## src/rtl/dir_pkg.sv

```systemverilog
package dir_pkg;

    typedef enum logic [1:0] {
        ENC_VECTOR  = 2'd0,
        ENC_POINTER = 2'd1,
        ENC_GLOBAL  = 2'd2
    } enc_e;

    typedef enum logic [1:0] {
        FO_IDLE = 2'd0,
        FO_SEND = 2'd1,
        FO_DONE = 2'd2
    } fo_e;

endpackage

```

## src/rtl/dir_lowest_pick.sv

```systemverilog
module dir_lowest_pick #(
    parameter int N    = 64,
    parameter int ID_W = $clog2(N)
) (
    input  logic [N-1:0]    mask_i,
    output logic            any_o,
    output logic [ID_W-1:0] idx_o
);

    always_comb begin
        idx_o = '0;
        for (int i = N - 1; i >= 0; i--) begin
            if (mask_i[i]) idx_o = ID_W'(i);
        end
        any_o = |mask_i;
    end

endmodule

```

## src/rtl/dir_sharer_map.sv

```systemverilog
module dir_sharer_map
    import dir_pkg::*;
#(
    parameter enc_e ENC_MODE    = ENC_VECTOR,
    parameter int   N           = 64,
    parameter int   ID_W        = $clog2(N),
    parameter bit   SKIP_WRITER = 1'b1
) (
    input  logic            clk,
    input  logic            rst_n,
    input  logic            take_rd_i,
    input  logic            take_wr_i,
    input  logic [ID_W-1:0] id_i,
    output logic [N-1:0]    kill_mask_o
);

    logic [N-1:0] self_bit;
    assign self_bit = N'(1) << id_i;

    generate
        if (ENC_MODE == ENC_VECTOR) begin : g_vec
            typedef struct packed {
                logic [N-1:0] pres;
            } vec_st_t;
            vec_st_t st_d, st_q;

            always_comb begin
                st_d        = st_q;
                kill_mask_o = '0;
                if (take_wr_i) begin
                    kill_mask_o = st_q.pres & ~self_bit;
                    st_d.pres   = self_bit;
                end else if (take_rd_i) begin
                    st_d.pres   = st_q.pres | self_bit;
                end
            end

            always_ff @(posedge clk) begin
                if (!rst_n) st_q <= '0;
                else        st_q <= st_d;
            end

            // a read never adds stale copies to kill
            AST_VEC_READ_QUIET: assert property (@(posedge clk) disable iff (!rst_n)
                take_rd_i |-> (kill_mask_o == '0));
        end else if (ENC_MODE == ENC_POINTER) begin : g_ptr
            typedef struct packed {
                logic            valid;
                logic [ID_W-1:0] ptr;
            } ptr_st_t;
            ptr_st_t st_d, st_q;

            always_comb begin
                st_d        = st_q;
                kill_mask_o = '0;
                if (take_rd_i || take_wr_i) begin
                    if (st_q.valid && (st_q.ptr != id_i))
                        kill_mask_o = N'(1) << st_q.ptr;
                    st_d.valid = 1'b1;
                    st_d.ptr   = id_i;
                end
            end

            always_ff @(posedge clk) begin
                if (!rst_n) st_q <= '0;
                else        st_q <= st_d;
            end

            AST_PTR_ONE_VICTIM: assert property (@(posedge clk) disable iff (!rst_n)
                $countones(kill_mask_o) <= 1);
        end else begin : g_glb
            typedef struct packed {
                logic hit;
            } glb_st_t;
            glb_st_t st_d, st_q;

            always_comb begin
                st_d        = st_q;
                kill_mask_o = '0;
                if (take_wr_i && st_q.hit)
                    kill_mask_o = SKIP_WRITER ? ~self_bit : {N{1'b1}};
                if (take_rd_i || take_wr_i)
                    st_d.hit = 1'b1;
            end

            always_ff @(posedge clk) begin
                if (!rst_n) st_q <= '0;
                else        st_q <= st_d;
            end

            AST_GLB_READ_QUIET: assert property (@(posedge clk) disable iff (!rst_n)
                take_rd_i |-> (kill_mask_o == '0));
        end
    endgenerate

endmodule

```

## src/rtl/dir_inv_fanout.sv

```systemverilog
module dir_inv_fanout
    import dir_pkg::*;
#(
    parameter int N     = 64,
    parameter int ID_W  = $clog2(N),
    parameter int CNT_W = $clog2(N + 1)
) (
    input  logic             clk,
    input  logic             rst_n,
    input  logic             load_i,
    input  logic [N-1:0]     mask_i,
    input  logic             inv_ready_i,
    output logic             inv_valid_o,
    output logic [ID_W-1:0]  inv_id_o,
    output logic             idle_o,
    output logic             done_o,
    output logic [CNT_W-1:0] count_o
);

    typedef struct packed {
        fo_e              st;
        logic [N-1:0]     pend;
        logic [CNT_W-1:0] cnt;
        logic [CNT_W-1:0] last;
    } fo_st_t;

    fo_st_t          st_d, st_q;
    logic            pick_any;
    logic [ID_W-1:0] pick_idx;
    logic [N-1:0]    pend_left;

    dir_lowest_pick #(.N(N), .ID_W(ID_W)) u_pick (
        .mask_i (st_q.pend),
        .any_o  (pick_any),
        .idx_o  (pick_idx)
    );

    assign pend_left = st_q.pend & ~(N'(1) << pick_idx);

    always_comb begin
        st_d = st_q;
        case (st_q.st)
            FO_IDLE: begin
                if (load_i) begin
                    st_d.pend = mask_i;
                    st_d.cnt  = '0;
                    if (|mask_i) begin
                        st_d.st = FO_SEND;
                    end else begin
                        st_d.st   = FO_DONE;
                        st_d.last = '0;
                    end
                end
            end
            FO_SEND: begin
                if (inv_ready_i) begin
                    st_d.pend = pend_left;
                    st_d.cnt  = st_q.cnt + CNT_W'(1);
                    if (pend_left == '0) begin
                        st_d.st   = FO_DONE;
                        st_d.last = st_q.cnt + CNT_W'(1);
                    end
                end
            end
            FO_DONE: st_d.st = FO_IDLE;
            default: st_d.st = FO_IDLE;
        endcase
    end

    always_ff @(posedge clk) begin
        if (!rst_n) begin
            st_q.st   <= FO_IDLE;
            st_q.pend <= '0;
            st_q.cnt  <= '0;
            st_q.last <= '0;
        end else begin
            st_q <= st_d;
        end
    end

    assign inv_valid_o = (st_q.st == FO_SEND) && pick_any;
    assign inv_id_o    = pick_idx;
    assign idle_o      = (st_q.st == FO_IDLE);
    assign done_o      = (st_q.st == FO_DONE);
    assign count_o     = st_q.last;

    AST_SEND_HAS_TARGET: assert property (@(posedge clk) disable iff (!rst_n)
        (st_q.st == FO_SEND) |-> pick_any);
    AST_INV_HOLD: assert property (@(posedge clk) disable iff (!rst_n)
        (inv_valid_o && !inv_ready_i) |=> (inv_valid_o && $stable(inv_id_o)));
    AST_INV_RISING_ID: assert property (@(posedge clk) disable iff (!rst_n)
        (inv_valid_o && $past(inv_valid_o && inv_ready_i)) |-> (inv_id_o > $past(inv_id_o)));
    AST_DONE_SINGLE: assert property (@(posedge clk) disable iff (!rst_n)
        done_o |=> !done_o);

endmodule

```

## src/rtl/dir_sharer_ctrl.sv

```systemverilog
module dir_sharer_ctrl
    import dir_pkg::*;
#(
    parameter enc_e ENC_MODE    = ENC_VECTOR,
    parameter int   N_PROC      = 64,
    parameter bit   SKIP_WRITER = 1'b1,
    localparam int  ID_W        = $clog2(N_PROC),
    localparam int  CNT_W       = $clog2(N_PROC + 1)
) (
    input  logic             clk,
    input  logic             rst_n,
    input  logic             req_valid_i,
    output logic             req_ready_o,
    input  logic             req_write_i,
    input  logic [ID_W-1:0]  req_id_i,
    output logic             inv_valid_o,
    input  logic             inv_ready_i,
    output logic [ID_W-1:0]  inv_id_o,
    output logic             done_o,
    output logic [CNT_W-1:0] inv_count_o
);

    logic              fo_idle;
    logic              take;
    logic [N_PROC-1:0] kill_mask;

    assign take        = req_valid_i && fo_idle;
    assign req_ready_o = fo_idle;

    dir_sharer_map #(
        .ENC_MODE    (ENC_MODE),
        .N           (N_PROC),
        .ID_W        (ID_W),
        .SKIP_WRITER (SKIP_WRITER)
    ) u_map (
        .clk         (clk),
        .rst_n       (rst_n),
        .take_rd_i   (take && !req_write_i),
        .take_wr_i   (take && req_write_i),
        .id_i        (req_id_i),
        .kill_mask_o (kill_mask)
    );

    dir_inv_fanout #(
        .N     (N_PROC),
        .ID_W  (ID_W),
        .CNT_W (CNT_W)
    ) u_fan (
        .clk         (clk),
        .rst_n       (rst_n),
        .load_i      (take),
        .mask_i      (kill_mask),
        .inv_ready_i (inv_ready_i),
        .inv_valid_o (inv_valid_o),
        .inv_id_o    (inv_id_o),
        .idle_o      (fo_idle),
        .done_o      (done_o),
        .count_o     (inv_count_o)
    );

    AST_BUSY_REFUSE: assert property (@(posedge clk) disable iff (!rst_n)
        (inv_valid_o || done_o) |-> !req_ready_o);
    AST_TAKE_THEN_BUSY: assert property (@(posedge clk) disable iff (!rst_n)
        (req_valid_i && req_ready_o) |=> !req_ready_o);
    AST_QUIET_DONE: assert property (@(posedge clk) disable iff (!rst_n)
        (req_valid_i && req_ready_o && !req_write_i && (ENC_MODE != ENC_POINTER))
        |=> (done_o && !inv_valid_o));

endmodule

```

## config.mk

```make
export PLATFORM = sky130hd
export DESIGN_NAME = dir_sharer_ctrl
export DESIGN_NICKNAME = d
export VERILOG_FILES = /design/src/rtl/dir_pkg.sv /design/src/rtl/dir_lowest_pick.sv /design/src/rtl/dir_sharer_map.sv /design/src/rtl/dir_inv_fanout.sv /design/src/rtl/dir_sharer_ctrl.sv
export SDC_FILE = /design/constraint.sdc
export NUM_CORES = 1
export LEC_CHECK = 0
export BUFFER_PORTS_ARGS = -buffer_cell sky130_fd_sc_hd__buf_2
export CAP_MARGIN = 20
export CORE_AREA = 2 2 144 146
export DETAILED_ROUTE_END_ITERATION = 8
export DIE_AREA = 0 0 146 148
export PLACE_DENSITY = 0.72
export SETUP_SLACK_MARGIN = 0.4
export SKIP_LAST_GASP = 1
export SYNTH_ARGS = -nofsm -noshare
export SYNTH_HDL_FRONTEND = slang
export SYNTH_SLANG_ARGS = --single-unit
```

## constraint.sdc

```tcl
create_clock -name clk -period 6.3 [get_ports clk]
set_input_delay 1.26 -clock clk [delete_from_list [all_inputs] [get_ports clk]]
set_output_delay 1.26 -clock clk [all_outputs]
set_load 0.01 [all_outputs]
```

==> flow_summary.yaml <==
sta:
  final.min_clock_period_ps: 5180
  slew_violations: 0
  max_freq_mhz: 193
  setup_tns_ps: 0
  fin_crit_sh_pct: 82.3
  worst_slew_pin_slew_ps: 1080
  hold_slack_ps: 466
  relSlewSlack_pct: 27.2
  clock_skew_ps: 13.4
  setup_viol: 0
  rsz0062_at_grt: "no"
  hold_violations: 0
run_status:
  outcome: "finished clean"
floorplan:
  io_pins: 27
  rows: 52
  initial_core_util_pct: 44.3
  die-area_sq_um: 21600
  core_sq_um: 20000
  dieWidth_um: 146
  die_height_um: 148
synthesis:
  synthArstFlopShare_pct: 0
  synth.area.top_cells: "dfxtp_1 (32%), nor2_1 (6.6%), a22oi_1 (6.4%), a21oi_1 (5.9%), o21ai_0 (4.9%)"
  synthCells: 1206
  avgSynthCellArea_sq_um: 7.37
  ys_ff_latch: 144
  synth_area_sq_um: 8880
  ys_seq_area_share_pct: 32.5
  synth_top_area_share_pct: 32.5
  yosys.area.top_type: "dfxtp_1"
  ys_types: 80
  synthFlopType: "dfxtp_1"
  syn_nets: 1218
  yosysWarnings: 0
  synth-edff-count: 0
finish:
  drive_gt1_share_pct: 8.59
  fin_nets: 1187
  fin_util_pct: 48.4
  insertedDiodeCount: 0
  area_growth_pct: 9.18
clocking:
  cts_resized: 0
  cts_root_buffer: "clkbuf_16"
  post-cts-setup-buffers: 0
  cts_tree: "yes"
  cts_sinks: 144
  cts_buffers: 17
  clockBufferDepth: 2
  holdBufCountCts: 0
  clk_pin_slew_ps: 70
  cts_max_level: 4
  clk_latency_ps: 430
placement:
  dpl.hpwl_mm: 29.0
  gp_congestion: 1.01
  port_buffers: 26
detailed_routing:
  wire_per_inst_um: 27.4
  drtIter0Drc: 1650
  ant_nets: 0
  wirelength_mm: 39.9
  num_vias: 10110
  drcViolationCount: 0
  firstDrtPassIters: 7
  vias_per_cell: 6.93
worst_setup_path:
  cp_cell_sequence: "nor4_1 > nand2_1 > a31oi_1 > o311ai_1 > nand3_1 > inv_2 > or3_1 > a221o_1 > a2111oi_1 > a41oi_1 > a211o_1 > a32o_1"
  worstSetupPathType: "reg -> reg"
  start_kind: "register"
  cp_max_fo: 13
  cp-end-kind: "register"
  path_delay_family: "compound AO/OA/AOI/OAI gates"
  crit_path_max_incr_delay_ps: 820
  required_ps: 6620
  cp.arrival_ps: 5500
  cpMaxStageDelayCell: "nor4_1"
  cp_num_buf_inv: 1
grt:
  antenna_found_initial: 0
  grt_pass1_wl_mm: 59.5
  grt_max_degree: 82
  grt_pass1_vias: 9332
  grt_overflow: 0
  grtUsageTotal_pct: 36.2
power:
  p_leak_nw: 3.37
  p_comb_share_pct: 9.3
  switching_share_pct: 29.3
  pwr-share-clk_pct: 48.0
  powerDensity_nw_per_um2: 222
  sequentialPowerShare_pct: 42.7
  p_sw_mw: 0.630
  p_int_mw: 1.52
  peakVddDrop_v: 0.000174
min_path:
  hold_class: "reg -> reg"
flow_run:
  drv_cap: 0
## cells in the final DEF (no fill, tap or decap), types with 8 or more instances in the layout
master and n:
o21ai_0 87, buf_4 23, inv_1 25, buf_2 26
nor2_1 156, nand2b_1 15, nand2_1 98, o31ai_1 9
a21oi_1 105, nor4_1 28, o32ai_1 27, and2_1 21
nand4_1 14, nor2b_1 17, nor3_1 37, o211ai_1 25
nand3_1 21, a22oi_1 76, dfxtp_1 144, o21a_1 8
a31oi_1 28, a21boi_0 30, clkbuf_16 17, or3_1 9
## tightest hold or removal path: stages, from the launching register on
cell and delay, ps:
dfxtp_1 320, nand2_1 50, a21oi_1 50
## cell families (layout without fill, tap and decap cells)
family,count (synthesis),in the layout,synth area share (%)
compound gates,472,472,35.8
simple gates,453,453,24.7
mux,3,3,0.352
fa+ha+maj,1,1,0.141
buf+inv,128,110,5.99
flops,144,144,32.5
xor+xnor,5,5,0.493
## through the flow
stage	total power [mW]	instance area, sq um	instances	setup slack, ps
finish	2.15	9700	1458	1120
global placement	1.13	9110	1426	1270
detailed placement	1.13	9110	1426	1270
CTS	2.14	9700	1458	1250
global route	2.20	9700	1458	835
floorplan	1.07	8880	1206	2460
## per-layer routing
metal	track usage, %	wire length (um)
met5	0	0
met4	17.2	2280
met3	6.14	4050
met2	56.6	17500
met1	48.9	16000
## Yosys cell counts, types with 3 or more instances
cell type,number
inv_2,3
a31oi_1,28
and4_1,3
nand4_1,14
nor2_1,156
o32ai_1,27
or2_2,6
nand3_1,22
a21o_1,6
nor4_1,28
a221oi_1,3
a21oi_1,105
o31ai_1,9
a32o_1,7
nand2b_1,15
nor3_1,37
and2_1,21
inv_1,25
a211oi_1,6
a2111oi_0,5
and3_1,7
o31a_1,4
a21boi_0,30
o22ai_1,3
or3_1,9
o21a_1,8
or4_1,7
a221o_1,5
o21bai_1,3
clkbuf_1,84
o211ai_1,25
a22oi_1,76
buf_4,9
xnor2_1,3
o2111ai_1,5
dfxtp_1,144
nand2_1,98
o21ai_0,87
nor2b_1,17
## state kept, by name (all words and copies together) (netlist names)
| signal | cells |
|---|---|
| u_fan.count_o | 7 |
| u_fan.st_q | 73 |
| u_map.g_vec.st_q | 64 |
## area by class of cell
| class | instances | area, sq um |
|---|---|---|
| Timing Repair Buffer | 49 | 303 |
| Clock inverter | 15 | 164 |
| Clock buffer | 17 | 425 |
| Multi-Input combinational cell | 934 | 5480 |
| Inverter | 29 | 111 |
| Fill cell | 2059 | 10300 |
| Sequential cell | 144 | 2880 |
| Tap cell | 270 | 338 |
## power groups by stage
stage                     sequential (mW)  clock, mW  combinational (mW)
after floorplan                     0.937          0               0.130
after CTS                           0.918       1.03               0.194
final                               0.918       1.03               0.201
after global routing                0.919       1.07               0.211
after global placement              0.939          0               0.194
after detailed placement            0.939          0               0.193
## final timing paths
kind / slack (ps) / end / cells past startpoint / from
max: 1120 / u_fan.count_o[1] / 12 / u_fan.st_q[60]
min: 470 / u_fan.st_q[13] / 2 / u_fan.st_q[13]
max reg2reg: 1120 / u_fan.count_o[1] / 12 / u_fan.st_q[60]
min reg2reg: 470 / u_fan.st_q[13] / 2 / u_fan.st_q[13]
Power figures use the tool's default switching activity.
